$ cat config.mk
export PLATFORM = sky130hd
export DESIGN_NAME = prog_unlock_detect
export DESIGN_NICKNAME = d
export VERILOG_FILES = /design/src/rtl/prog_unlock_pkg.sv /design/src/rtl/prog_unlock_datapath.sv /design/src/rtl/prog_unlock_control.sv /design/src/rtl/prog_unlock_detect.sv
export SDC_FILE = /design/constraint.sdc
export NUM_CORES = 1
export LEC_CHECK = 0
export BUFFER_PORTS_ARGS = -buffer_cell sky130_fd_sc_hd__buf_2
export CORE_AREA = 10 10 61 58
export DETAILED_ROUTE_END_ITERATION = 10
export DIE_AREA = 0 0 71 68
export PLACE_DENSITY = 0.8
export SETUP_SLACK_MARGIN = 0.15
export SKIP_LAST_GASP = 1
export SYNTH_ARGS = -nofsm -noshare
export SYNTH_HDL_FRONTEND = slang
export SYNTH_SLANG_ARGS = --single-unit
$ cat constraint.sdc
create_clock -name clk -period 2.3 [get_ports clk]
set_clock_uncertainty 0.1 [all_clocks]
set_input_delay 0.69 -clock clk [delete_from_list [all_inputs] [get_ports clk]]
set_output_delay 0.69 -clock clk [all_outputs]
set_load 0.005 [all_outputs]
$ cat src/rtl/prog_unlock_pkg.sv
package prog_unlock_pkg;

  typedef enum logic [2:0] {
    ST_WAIT_K1 = 3'd0,
    ST_WAIT_K2 = 3'd1,
    ST_ARMED   = 3'd2,
    ST_HIGH    = 3'd3,
    ST_FIRE    = 3'd4
  } unlockStep_t;

  // control -> datapath
  typedef struct packed {
    logic countEn;
  } ctlStrobe_t;

  // datapath -> control
  typedef struct packed {
    logic wrAny;
    logic key1Hit;
    logic key2Hit;
    logic pinRise;
    logic pinFall;
    logic widthOk;
  } dpStatus_t;

endpackage

$ cat src/rtl/prog_unlock_datapath.sv
module prog_unlock_datapath
  import prog_unlock_pkg::*;
#(
  parameter int ADDR_W       = 16,
  parameter int DATA_W       = 8,
  parameter logic [ADDR_W-1:0] KEY_ADDR = 16'h8FFF,
  parameter logic [DATA_W-1:0] KEY_ONE  = 8'h5A,
  parameter logic [DATA_W-1:0] KEY_TWO  = 8'hA5,
  parameter int MIN_HIGH_CYC = 200000
) (
  input  logic              clk,
  input  logic              rstN,
  input  logic              busWrEn,
  input  logic [ADDR_W-1:0] busAddr,
  input  logic [DATA_W-1:0] busData,
  input  logic              progPin,
  input  ctlStrobe_t        ctl,
  output dpStatus_t         status
);

  localparam int CNT_W = $clog2(MIN_HIGH_CYC + 1);
  localparam logic [CNT_W-1:0] CNT_MAX = CNT_W'(MIN_HIGH_CYC);

  logic [2:0]       pinPipe;   // [0],[1] synchronizer, [2] edge history
  logic [CNT_W-1:0] highCnt;
  logic             pinSync;

  assign pinSync = pinPipe[1];

  always_ff @(posedge clk) begin
    if (!rstN) pinPipe <= '0;
    else       pinPipe <= {pinPipe[1:0], progPin};
  end

  always_ff @(posedge clk) begin
    if (!rstN || !ctl.countEn || !pinSync) highCnt <= '0;
    else if (highCnt != CNT_MAX)           highCnt <= highCnt + CNT_W'(1);
  end

  always_comb begin
    status.wrAny   = busWrEn;
    status.key1Hit = busWrEn && (busAddr == KEY_ADDR) && (busData == KEY_ONE);
    status.key2Hit = busWrEn && (busAddr == KEY_ADDR) && (busData == KEY_TWO);
    status.pinRise = pinSync && !pinPipe[2];
    status.pinFall = !pinSync && pinPipe[2];
    status.widthOk = (highCnt == CNT_MAX);
  end

  assert_count_bound_R7: assert property (@(posedge clk) disable iff (!rstN)
    highCnt <= CNT_MAX);

  assert_count_idle_R5: assert property (@(posedge clk) disable iff (!rstN)
    !ctl.countEn |=> highCnt == '0);

endmodule

$ cat src/rtl/prog_unlock_control.sv
module prog_unlock_control
  import prog_unlock_pkg::*;
(
  input  logic        clk,
  input  logic        rstN,
  input  logic        runLvl,
  input  dpStatus_t   status,
  output ctlStrobe_t  ctl,
  output unlockStep_t step
);

  unlockStep_t stepNxt;

  always_comb begin
    stepNxt = step;
    if (runLvl) stepNxt = ST_WAIT_K1;
    else begin
      unique case (step)
        ST_WAIT_K1: if (status.key1Hit) stepNxt = ST_WAIT_K2;
        ST_WAIT_K2: if (status.wrAny)
                      stepNxt = status.key2Hit ? ST_ARMED : ST_WAIT_K1;
        ST_ARMED:   if (status.wrAny)        stepNxt = ST_WAIT_K1;
                    else if (status.pinRise) stepNxt = ST_HIGH;
        ST_HIGH:    if (status.wrAny)        stepNxt = ST_WAIT_K1;
                    else if (status.pinFall)
                      stepNxt = status.widthOk ? ST_FIRE : ST_WAIT_K1;
        ST_FIRE:    stepNxt = ST_WAIT_K1;
        default:    stepNxt = ST_WAIT_K1;
      endcase
    end
  end

  always_ff @(posedge clk) begin
    if (!rstN) step <= ST_WAIT_K1;
    else       step <= stepNxt;
  end

  assign ctl.countEn = (step == ST_ARMED) || (step == ST_HIGH);

  assert_run_clears_R8: assert property (@(posedge clk) disable iff (!rstN)
    runLvl |=> step == ST_WAIT_K1);

  assert_arm_after_key1_R3: assert property (@(posedge clk) disable iff (!rstN)
    (step == ST_ARMED && $past(step) != ST_ARMED) |-> $past(step) == ST_WAIT_K2);

  assert_write_aborts_R4: assert property (@(posedge clk) disable iff (!rstN)
    (status.wrAny && !runLvl && (step == ST_ARMED || step == ST_HIGH))
      |=> step == ST_WAIT_K1);

  assert_fire_from_high_R6: assert property (@(posedge clk) disable iff (!rstN)
    (step == ST_FIRE) |-> $past(step) == ST_HIGH);

  assert_fire_single_R6: assert property (@(posedge clk) disable iff (!rstN)
    (step == ST_FIRE) |=> step == ST_WAIT_K1);

endmodule

$ cat src/rtl/prog_unlock_detect.sv
module prog_unlock_detect
  import prog_unlock_pkg::*;
#(
  parameter int ADDR_W       = 16,
  parameter int DATA_W       = 8,
  parameter logic [ADDR_W-1:0] KEY_ADDR = 16'h8FFF,
  parameter logic [DATA_W-1:0] KEY_ONE  = 8'h5A,
  parameter logic [DATA_W-1:0] KEY_TWO  = 8'hA5,
  parameter int MIN_HIGH_CYC = 200000
) (
  input  logic              clk,
  input  logic              rstN,
  input  logic              runLvl,
  input  logic              busWrEn,
  input  logic [ADDR_W-1:0] busAddr,
  input  logic [DATA_W-1:0] busData,
  input  logic              progPin,
  output logic              startPulse,
  output logic [2:0]        stepView
);

  ctlStrobe_t  ctl;
  dpStatus_t   status;
  unlockStep_t step;

  prog_unlock_datapath #(
    .ADDR_W(ADDR_W), .DATA_W(DATA_W), .KEY_ADDR(KEY_ADDR),
    .KEY_ONE(KEY_ONE), .KEY_TWO(KEY_TWO), .MIN_HIGH_CYC(MIN_HIGH_CYC)
  ) i_datapath (
    .clk(clk), .rstN(rstN), .busWrEn(busWrEn), .busAddr(busAddr),
    .busData(busData), .progPin(progPin), .ctl(ctl), .status(status)
  );

  prog_unlock_control i_control (
    .clk(clk), .rstN(rstN), .runLvl(runLvl), .status(status),
    .ctl(ctl), .step(step)
  );

  assign startPulse = (step == ST_FIRE);
  assign stepView   = step;

  assert_strobe_one_cycle_R6: assert property (@(posedge clk) disable iff (!rstN)
    startPulse |=> !startPulse);

endmodule

==> out/results.env, run 1 <==
RESULT_OF_THE_RUN='finished, final reports clean'
GRT.TOTAL_USAGE=0.112
GR-TOTAL-OVERFLOW=0
IO_BUFFERS=32
REPORT.FINAL.HOLD_VIOL_COUNT=0
CTS_ROOT_BUFFER='clkbuf_4'
GRT_START_MAX_NET_PINS=13
SYNTHDISTINCTLIBCELLS=32
PLACEDCELLCOUNT=194
SYNTH.MUX.AREA_FRACTION=0.00834
CLOCKBUFFERDEPTH=2
ROWS=17
WORST_IR_DROP_VDD_mV=0.401
CRIT_PATH_MAX_INCR_DELAY_PS=420
NUMBER_OF_ITERATIONS_IN_THE_FIRST_DETAILED_ROUTING_PASS=4
TOTAL_DESIGN_POWER_uW=632
START_UTIL=0.513
NUMBER_OF_BUFFERS_INSERTED_DURING_CLOCK_TREE_SYNTHESIS=3
R2R_START='i_datapath.highCnt[0]'
POSTSYNTHNETCOUNT=166
MAXSLEWHEADROOM=0.745
PWR_DENSITY_CELL_mW_PER_MM2=446
CRITICAL_PATH.SLOWEST_CELL='dfxtp_1'
GRT_PASS1_WL_UM=4490
SWITCHING_SHARE=0.205
MIN_FROM='i_datapath.pinPipe[0]'
SETUP_REPAIR_AFTER_GLOBAL_ROUTING_MISSED_ITS_MARGIN='no'
ROUTE.DETAILED.VIAS_PER_INST=5.63
YS_ASYNC_SR_FRACTION=0
POWER.SEQUENTIAL.FRACTION=0.662
ENDPOINT_KIND='output port'
SYNTH_EDF_COUNT=0
TIMING_MAX_TRANSITION_VIOLATIONS_FINAL=0
DR_TOTAL_VIAS=1109
WORST_HOLD_PATH.ENDPOINT='i_datapath.pinPipe[1]'
AREA_TAKEN_BY_MULTI_INPUT_LOGIC_GATES_UM2=701
OVERALL_DIE_HEIGHT_UM=68
HOLD_PATH.CLASS='flip-flop to flip-flop'
ROUTE.FINAL.WIRE_LENGTH_UM=2740
DIE_AREA_MM2=0.00483
ANTENNA-DIODE-COUNT=0
P_SW_uW=129
SYN-MEAN-INSTANCE-AREA_UM2=8.89
REMAINING_DRC_ERRORS=0
SYNTHFLOPTYPE='dfxtp_1'
WORST_SETUP_HOLD_PATH_CLK_SLEW_PS=120
REG2REG_SLACK_PS=550
PERIOD_MINUS_SLACK_PS=1860
POST_LAYOUT_NONFILLER_INSTANCES=197
TIMING.CRITICAL_PATH.ARRIVAL_PS=1070
CLOCK_TREE.HTREE_LEVEL_COUNT=1
SYNTH_SEQ_CELLS=24
SETUP-TNS-FINAL_PS=0
ROUTE.ANTENNA.REMAINING_NETS=0
CTS_TREE='built'
TIMING.CRITICAL_PATH.MAX_DELAY_FAMILY='flip-flops'
AREAGROWTHSYNTHTOFINISH_PCT=18.1
COMB_POWER_SHARE=0.057
TIMING.CRITICAL_PATH.FANOUT_MAX=10
ROUTED_LENGTH_ON_MET1_UM=1160
DR_WL_MET2_UM=1450
CRITICAL_PATH.REG2REG.ENDPOINT='i_datapath.highCnt[16]'
MAX_CLOCK_FREQ_GHz=0.537
CRIT_PATH_START_KIND='flip-flop'
SYNTHADDERAREAFRAC=0.0209
POWER.INTERNAL_uW=502
FINAL_NETS=202
PIN_COUNT=33
CTS_SINKS=24
CLOCK_LATENCY_PS=310
POST_SYNTHESIS_COMPOUND_GATE_AREA_FRACTION=0.0803
CHIPWIDTH_UM=71
REGISTER_AREA_UM2=480
YOSYSSEQAREASHARE=0.400
FINAL.PERIOD_UTILIZATION=0.810
FINALWEIGHTEDCONGESTION=0.799
TOP_LAYER='met4'
DRTITER0DRC=94
MAX_CAP_VIOLATIONS=0
CTS_REPAIR_RESIZED_INSTS=0
CRITICAL_PATH_REQUIRED_PS=1510
PATH_CELLS='nor3b_1 > buf_2'
NETLIST_INSTANCES=135
CRIT_TYPE='flip-flop to output port'
P_CLK_FRAC=0.280
NUMBER_OF_GLOBAL_ROUTE_VIAS_BEFORE_REPAIR=1018
HPWL_UM=2260
WIRE_LENGTH_ON_MET3_UM=97
SYNTH_XOR_AREA_FRAC=0.0730
CORE-AREA_MM2=0.00234
POST_ROUTE_CELLS_DRIVE_ABOVE_1_SHARE=0.237
WORSTHOLDPATHCELLS=1
CTS_SETUP_BUFFERS=0
WL_PER_CELL_UM=13.9
CRITPATHBUFINV=1
SYNTH_TOP_FAMILY_BY_AREA='simple AND/OR/NAND/NOR gates'
YOSYS_WARNINGS=0
FINALCOREUTILIZATION=0.606
REG2REGPATHDEPTH=5
SYNTH-SIMPLE-AREA-SHARE=0.401
REPORT.FINAL.SETUP_VIOL=0
SYNTH_AREA_MM2=0.00120
CTS_HOLD_REPAIR.BUFFERS=0
P_LEAK_uW=0.000520
WORSTMARGINPINSLEW_PS=378
INITIAL_ANTENNA_VIOLATION_COUNT=0
NUM-FILL-CELLS=220
power by group through the flow:
| stage | combinational [uW] | clock, uW | sequential (uW) |
|---|---|---|---|
| global route | 39.6 | 198 | 419 |
| global placement | 33.9 | 0 | 428 |
| finish | 36.2 | 177 | 418 |
| floorplan | 10.3 | 0 | 427 |
| detailed placement | 36.1 | 0 | 428 |
| CTS | 36.3 | 182 | 418 |
cells in the final DEF, fill, tap and decap left out:
master and count:
and4_1 4, clkbuf_4 3, and2_1 5, or3_4 1, o311ai_0 1, nand4_1 12, nand3b_1 2, nor4_1 2
or3_1 5, mux2i_1 1, a21oi_1 6, a21o_1 1, nor4b_2 1, o21ai_0 7, ha_1 2, buf_4 1
nor4_2 1, nor2b_1 3, nor4bb_1 2, xor2_1 9, or4bb_1 2, xnor2_1 1, dfxtp_1 24, nor2_1 13
and3b_1 1, nand2_1 9, inv_1 3, nand4b_1 1, nor4b_1 1, nor3b_1 4, o31ai_1 2, nand4_2 1
nand3_1 6, buf_2 32
worst max path at each step:
stage	startpoint	to	slack [ps]	cells after the start
after floorplan	busData[2]	i_control.step[0]	500	4
after global placement	busData[2]	i_control.step[0]	350	5
after detailed placement	busData[2]	i_control.step[0]	330	5
after CTS	i_control.step[1]	startPulse	430	2
after global routing	i_control.step[1]	startPulse	350	2
final	i_control.step[1]	startPulse	440	2
cell families after synthesis:
logic type | after synthesis
DFF | 24
and+or+nand+nor | 76
buffers and inverters | 5
AOI/OAI and AO/OA | 17
adders and majority gates | 2
muxes | 1
xor gates and xnor gates | 10
sequential cells by signal, indices dropped and copies added, names as in the netlist:
name / count
i_datapath.pinPipe: 3
i_datapath.highCnt: 18
i_control.step: 3
per-layer routing:
| layer | global-route usage | vias to the layer above |
|---|---|---|
| li1 | - | 573 |
| met1 | 0.120 | 513 |
| met2 | 0.209 | 19 |
| met3 | 0.0347 | 4 |
| met4 | 0.0290 | 0 |
| met5 | 0 | - |
through the flow:
stage	setup slack (ps)	instance area, um^2	hold slack (ps)
floorplan	501	1200	312
global placement	355	1400	324
detailed placement	330	1400	331
CTS	435	1420	362
global route	354	1420	386
finish	436	1420	356
worst register-to-register path: cells and delay by family (launching register included):
family                     cells  cell delay [ps]
adders and majority gates      1              220
DFF                            1              420
AOI/OAI and AO/OA              1              140
and+or+nand+nor                3              810
cell type report:
class / count / share of cell area
multi-input cells: 106 / 0.494
flip-flops and latches: 24 / 0.339
repair buffers: 33 / 0.118
well taps: 28 / 0.0247
clock buffers: 3 / 0.0159
inverters: 3 / 0.00794
synth_stat cells, types with 2 or more instances:
cell type	number	share of area
nor4_1	2	0.010
nand2_1	9	0.028
nor2_1	13	0.041
nand3b_1	2	0.013
ha_1	2	0.021
clkbuf_1	2	0.0063
or4bb_1	2	0.019
dfxtp_1	24	0.40
nand4_1	12	0.063
nor4bb_1	2	0.017
nand3_1	6	0.025
or3_1	5	0.026
o31ai_1	2	0.013
a21oi_1	6	0.025
and2_1	5	0.026
nor2b_1	3	0.016
xor2_1	9	0.066
inv_1	3	0.0094
o21ai_0	7	0.029
nor3b_1	4	0.025
and4_1	4	0.029
Note: power is estimated with default switching activity, not from simulation.
==> run 2, diff against run 1 <==
--- a/config.mk
+++ b/config.mk
@@ -5,11 +5,12 @@
 export SDC_FILE = /design/constraint.sdc
 export NUM_CORES = 1
 export LEC_CHECK = 0
+export ABC_AREA = 1
 export BUFFER_PORTS_ARGS = -buffer_cell sky130_fd_sc_hd__buf_2
-export CORE_AREA = 10 10 61 58
+export CORE_AREA = 10 10 65 62
 export DETAILED_ROUTE_END_ITERATION = 10
-export DIE_AREA = 0 0 71 68
-export PLACE_DENSITY = 0.8
+export DIE_AREA = 0 0 75 72
+export PLACE_DENSITY = 0.76
 export SETUP_SLACK_MARGIN = 0.15
 export SKIP_LAST_GASP = 1
 export SYNTH_ARGS = -nofsm -noshare
==> constraint.sdc (replaced) <==
create_clock -name clk -period 1.9 [get_ports clk]
set_clock_uncertainty 0.1 [all_clocks]
set_input_delay 0.57 -clock clk [delete_from_list [all_inputs] [get_ports clk]]
set_output_delay 0.57 -clock clk [all_outputs]
set_load 0.005 [all_outputs]
==> run 2 against run 1 <==
  * Total power is 31% higher
  * Critical path type unchanged
  * Sequential power is 21% higher
  * Combinational power is 38% higher
  * Worst hold slack worse by 30 ps
  * Highest routed layer unchanged
  * Critical endpoint unchanged
==> out/results.env, run 2 <==
RESULT_OF_THE_RUN='finished, final reports clean'
NUM-FILL-CELLS=253
REPORT.FINAL.HOLD_VIOL_COUNT=0
MOST-COMMON-LAYOUT-CELLS='40 x inv_1, 39 x nand2_1, 32 x buf_2'
OVERALL_DIE_HEIGHT_UM=72
YOSYS_WARNINGS=0
MAX_CLOCK_FREQ_GHz=0.598
CLOCK_LATENCY_PS=310
CLOCKBUFFERDEPTH=2
CHIPWIDTH_UM=75
LARGEST_REGISTER_FF_COUNT=18
IO_BUFFERS=32
REPORT.FINAL.SETUP_VIOL=0
TIMING_MAX_TRANSITION_VIOLATIONS_FINAL=0
GRTUSAGEMET3=0.0327
REGISTERS.TOP_BY_FF_COUNT='i_datapath.highCnt'
HOLD_PATH.CLASS='flip-flop to flip-flop'
NUMBER_OF_ITERATIONS_IN_THE_FIRST_DETAILED_ROUTING_PASS=4
DR_TOTAL_VIAS=1407
YS_TOP_CELLS_BY_COUNT='40 x inv_1, 39 x nand2_1, 29 x nor2_1'
ROUTE.FINAL.WIRE_LENGTH_UM=3080
FINALCOREUTILIZATION=0.605
WORST_IR_DROP_VDD_mV=0.398
SETUP-TNS-FINAL_PS=0
CTS_HOLD_REPAIR.BUFFERS=0
TOP_REGS='i_datapath.highCnt (18), i_control.step (3), i_datapath.pinPipe (3)'
YOSYS.CELL_COUNT.TOP_TYPE='inv_1'
CTS_SINKS=24
NUMBER_OF_GLOBAL_ROUTE_VIAS_BEFORE_REPAIR=1240
WORST_SETUP_HOLD_PATH_CLK_SLEW_PS=130
FINALWEIGHTEDCONGESTION=0.865
NETLIST_TOP_CELLS_AREA='dfxtp_1 35%, inv_1 11%, nand2_1 11%'
TIMING.CRITICAL_PATH.MAX_DELAY_FAMILY='flip-flops'
POST_ROUTE_CELLS_DRIVE_ABOVE_1_SHARE=0.213
CRITICAL_PATH.SLOWEST_CELL='dfxtp_1'
AREAGROWTHSYNTHTOFINISH_PCT=19.2
GRT_UTIL_MET2=0.185
PWR_DENSITY_CELL_mW_PER_MM2=510
CRIT_PATH_MAX_INCR_DELAY_PS=380
CTS_TREE='built'
GRT.TOTAL_USAGE=0.113
TIMING.CRITICAL_PATH.ARRIVAL_PS=1000
SYNTH_SEQ_CELLS=24
GRT_START_MAX_NET_PINS=14
CRITPATHBUFINV=1
FINAL.PERIOD_UTILIZATION=0.880
GRT_PASS1_WL_UM=5140
DIE_AREA_MM2=0.00540
FINAL_NETS=281
WORSTMARGINPINSLEW_PS=266
HPWL_UM=2570
NETLIST.TOP_CELL.BY_AREA='dfxtp_1'
MAXSLEWHEADROOM=0.822
YS_ASYNC_SR_FRACTION=0
WL_PER_CELL_UM=11.0
PERIOD_MINUS_SLACK_PS=1670
SYN-MEAN-INSTANCE-AREA_UM2=6.44
P_LEAK_uW=0.000712
SYNTHFLOPTYPE='dfxtp_1'
INITIAL_ANTENNA_VIOLATION_COUNT=0
PIN_COUNT=33
YOSYSSEQAREASHARE=0.354
CORE-AREA_MM2=0.00268
ROUTE.ANTENNA.REMAINING_NETS=0
ANTENNA-DIODE-COUNT=0
CRIT_TYPE='flip-flop to output port'
ROUTE.DETAILED.VIAS_PER_INST=5.04
CRIT_PATH_START_KIND='flip-flop'
ENDPOINT_KIND='output port'
MAX_CAP_VIOLATIONS=0
CTS_ROOT_BUFFER='clkbuf_4'
SYNTHDISTINCTLIBCELLS=23
SETUP_REPAIR_AFTER_GLOBAL_ROUTING_MISSED_ITS_MARGIN='no'
CTS_SETUP_BUFFERS=0
POSTSYNTHNETCOUNT=242
SYNTH.TOP_CELL.AREA_SHARE=0.354
CRITICAL_PATH_REQUIRED_PS=1230
DRTITER0DRC=31
START_UTIL=0.507
NUMBER_OF_BUFFERS_INSERTED_DURING_CLOCK_TREE_SYNTHESIS=3
CLOCK_TREE.HTREE_LEVEL_COUNT=1
TIMING.CRITICAL_PATH.FANOUT_MAX=5
NETLIST_INSTANCES=211
ROWS=18
GR-TOTAL-OVERFLOW=0
PATH_CELLS='nor3_2 > buf_2'
LAYOUT.CELLS.MOST_COMMON='inv_1'
CTS_REPAIR_RESIZED_INSTS=0
SYNTH_EDF_COUNT=0
GRT_MOST_USED_LAYER='met2'
GLOBAL_ROUTE.USAGE.MET1=0.142
REMAINING_DRC_ERRORS=0
SYNTH_AREA_MM2=0.00136
[run 2: changes by cell type in the layout (fill, tap and decap cells not counted), moves of 5 or more]
cell	previous run	this run
nand3_1	6	15
xor2_1	9	0
a21oi_1	6	16
nor2_1	13	29
or3_1	5	0
nand4_1	12	6
nand2_1	9	39
nor3_1	0	7
and2_1	5	0
inv_1	3	40
[run 2: layout make-up]
type | count | area (um^2) | area share
multi-input cells | 146 | 728 | 0.449
flip-flops and latches | 24 | 485 | 0.300
repair buffers | 35 | 183 | 0.113
inverters | 40 | 150 | 0.0927
well taps | 30 | 37.5 | 0.0232
clock buffers | 4 | 36.3 | 0.0224
[run 2: where the power goes]
part	switching [uW]	total [uW]	internal (uW)	leakage (uW)
Clock	153	270	117	0.0000210
Combinational	22.3	50.0	27.7	0.000495
Sequential	0.881	507	506	0.000196
Total	176	826	650	0.000712
[run 2: logic make-up after synthesis]
| kind of cell | synth area share |
|---|---|
| buf+inv | 0.114 |
| compound gates | 0.126 |
| simple gates | 0.388 |
| fa+ha+maj | 0.0184 |
| flops | 0.354 |
[run 2: path summary, 6_finish.rpt]
check / startpoint / endpoint / slack, ps / depth (start not counted)
setup reg to reg: i_datapath.highCnt[0] / i_datapath.highCnt[14] / 350 / 8
hold reg to reg: i_datapath.pinPipe[0] / i_datapath.pinPipe[1] / 330 / 2
setup / recovery: i_control.step[0] / startPulse / 230 / 2
hold / removal: i_datapath.pinPipe[0] / i_datapath.pinPipe[1] / 330 / 2
[run 2: per-layer routing]
layer / vias to the layer above / routed length, um
li1: 759 / -
met1: 617 / 1400
met2: 29 / 1390
met3: 2 / 275
met4: 0 / 12
met5: - / 0
[run 2: tightest hold or removal path, delay by kind of cell, from the launching register on]
kind	cells	cell delay, ps
flip-flops	1	320
AND/OR/NAND/NOR	1	50
buffers and inverters	1	30
[run 2: metrics by stage]
stage / setup slack, ps / area, um^2 / total power, uW / hold slack, ps / std cells
after floorplan: 458 / 1360 / 533 / 290 / 211
after global routing: 130 / 1620 / 858 / 326 / 279
after CTS: 188 / 1610 / 830 / 328 / 279
after detailed placement: 272 / 1570 / 568 / 302 / 275
after global placement: 300 / 1570 / 567 / 291 / 275
final: 228 / 1620 / 826 / 326 / 279
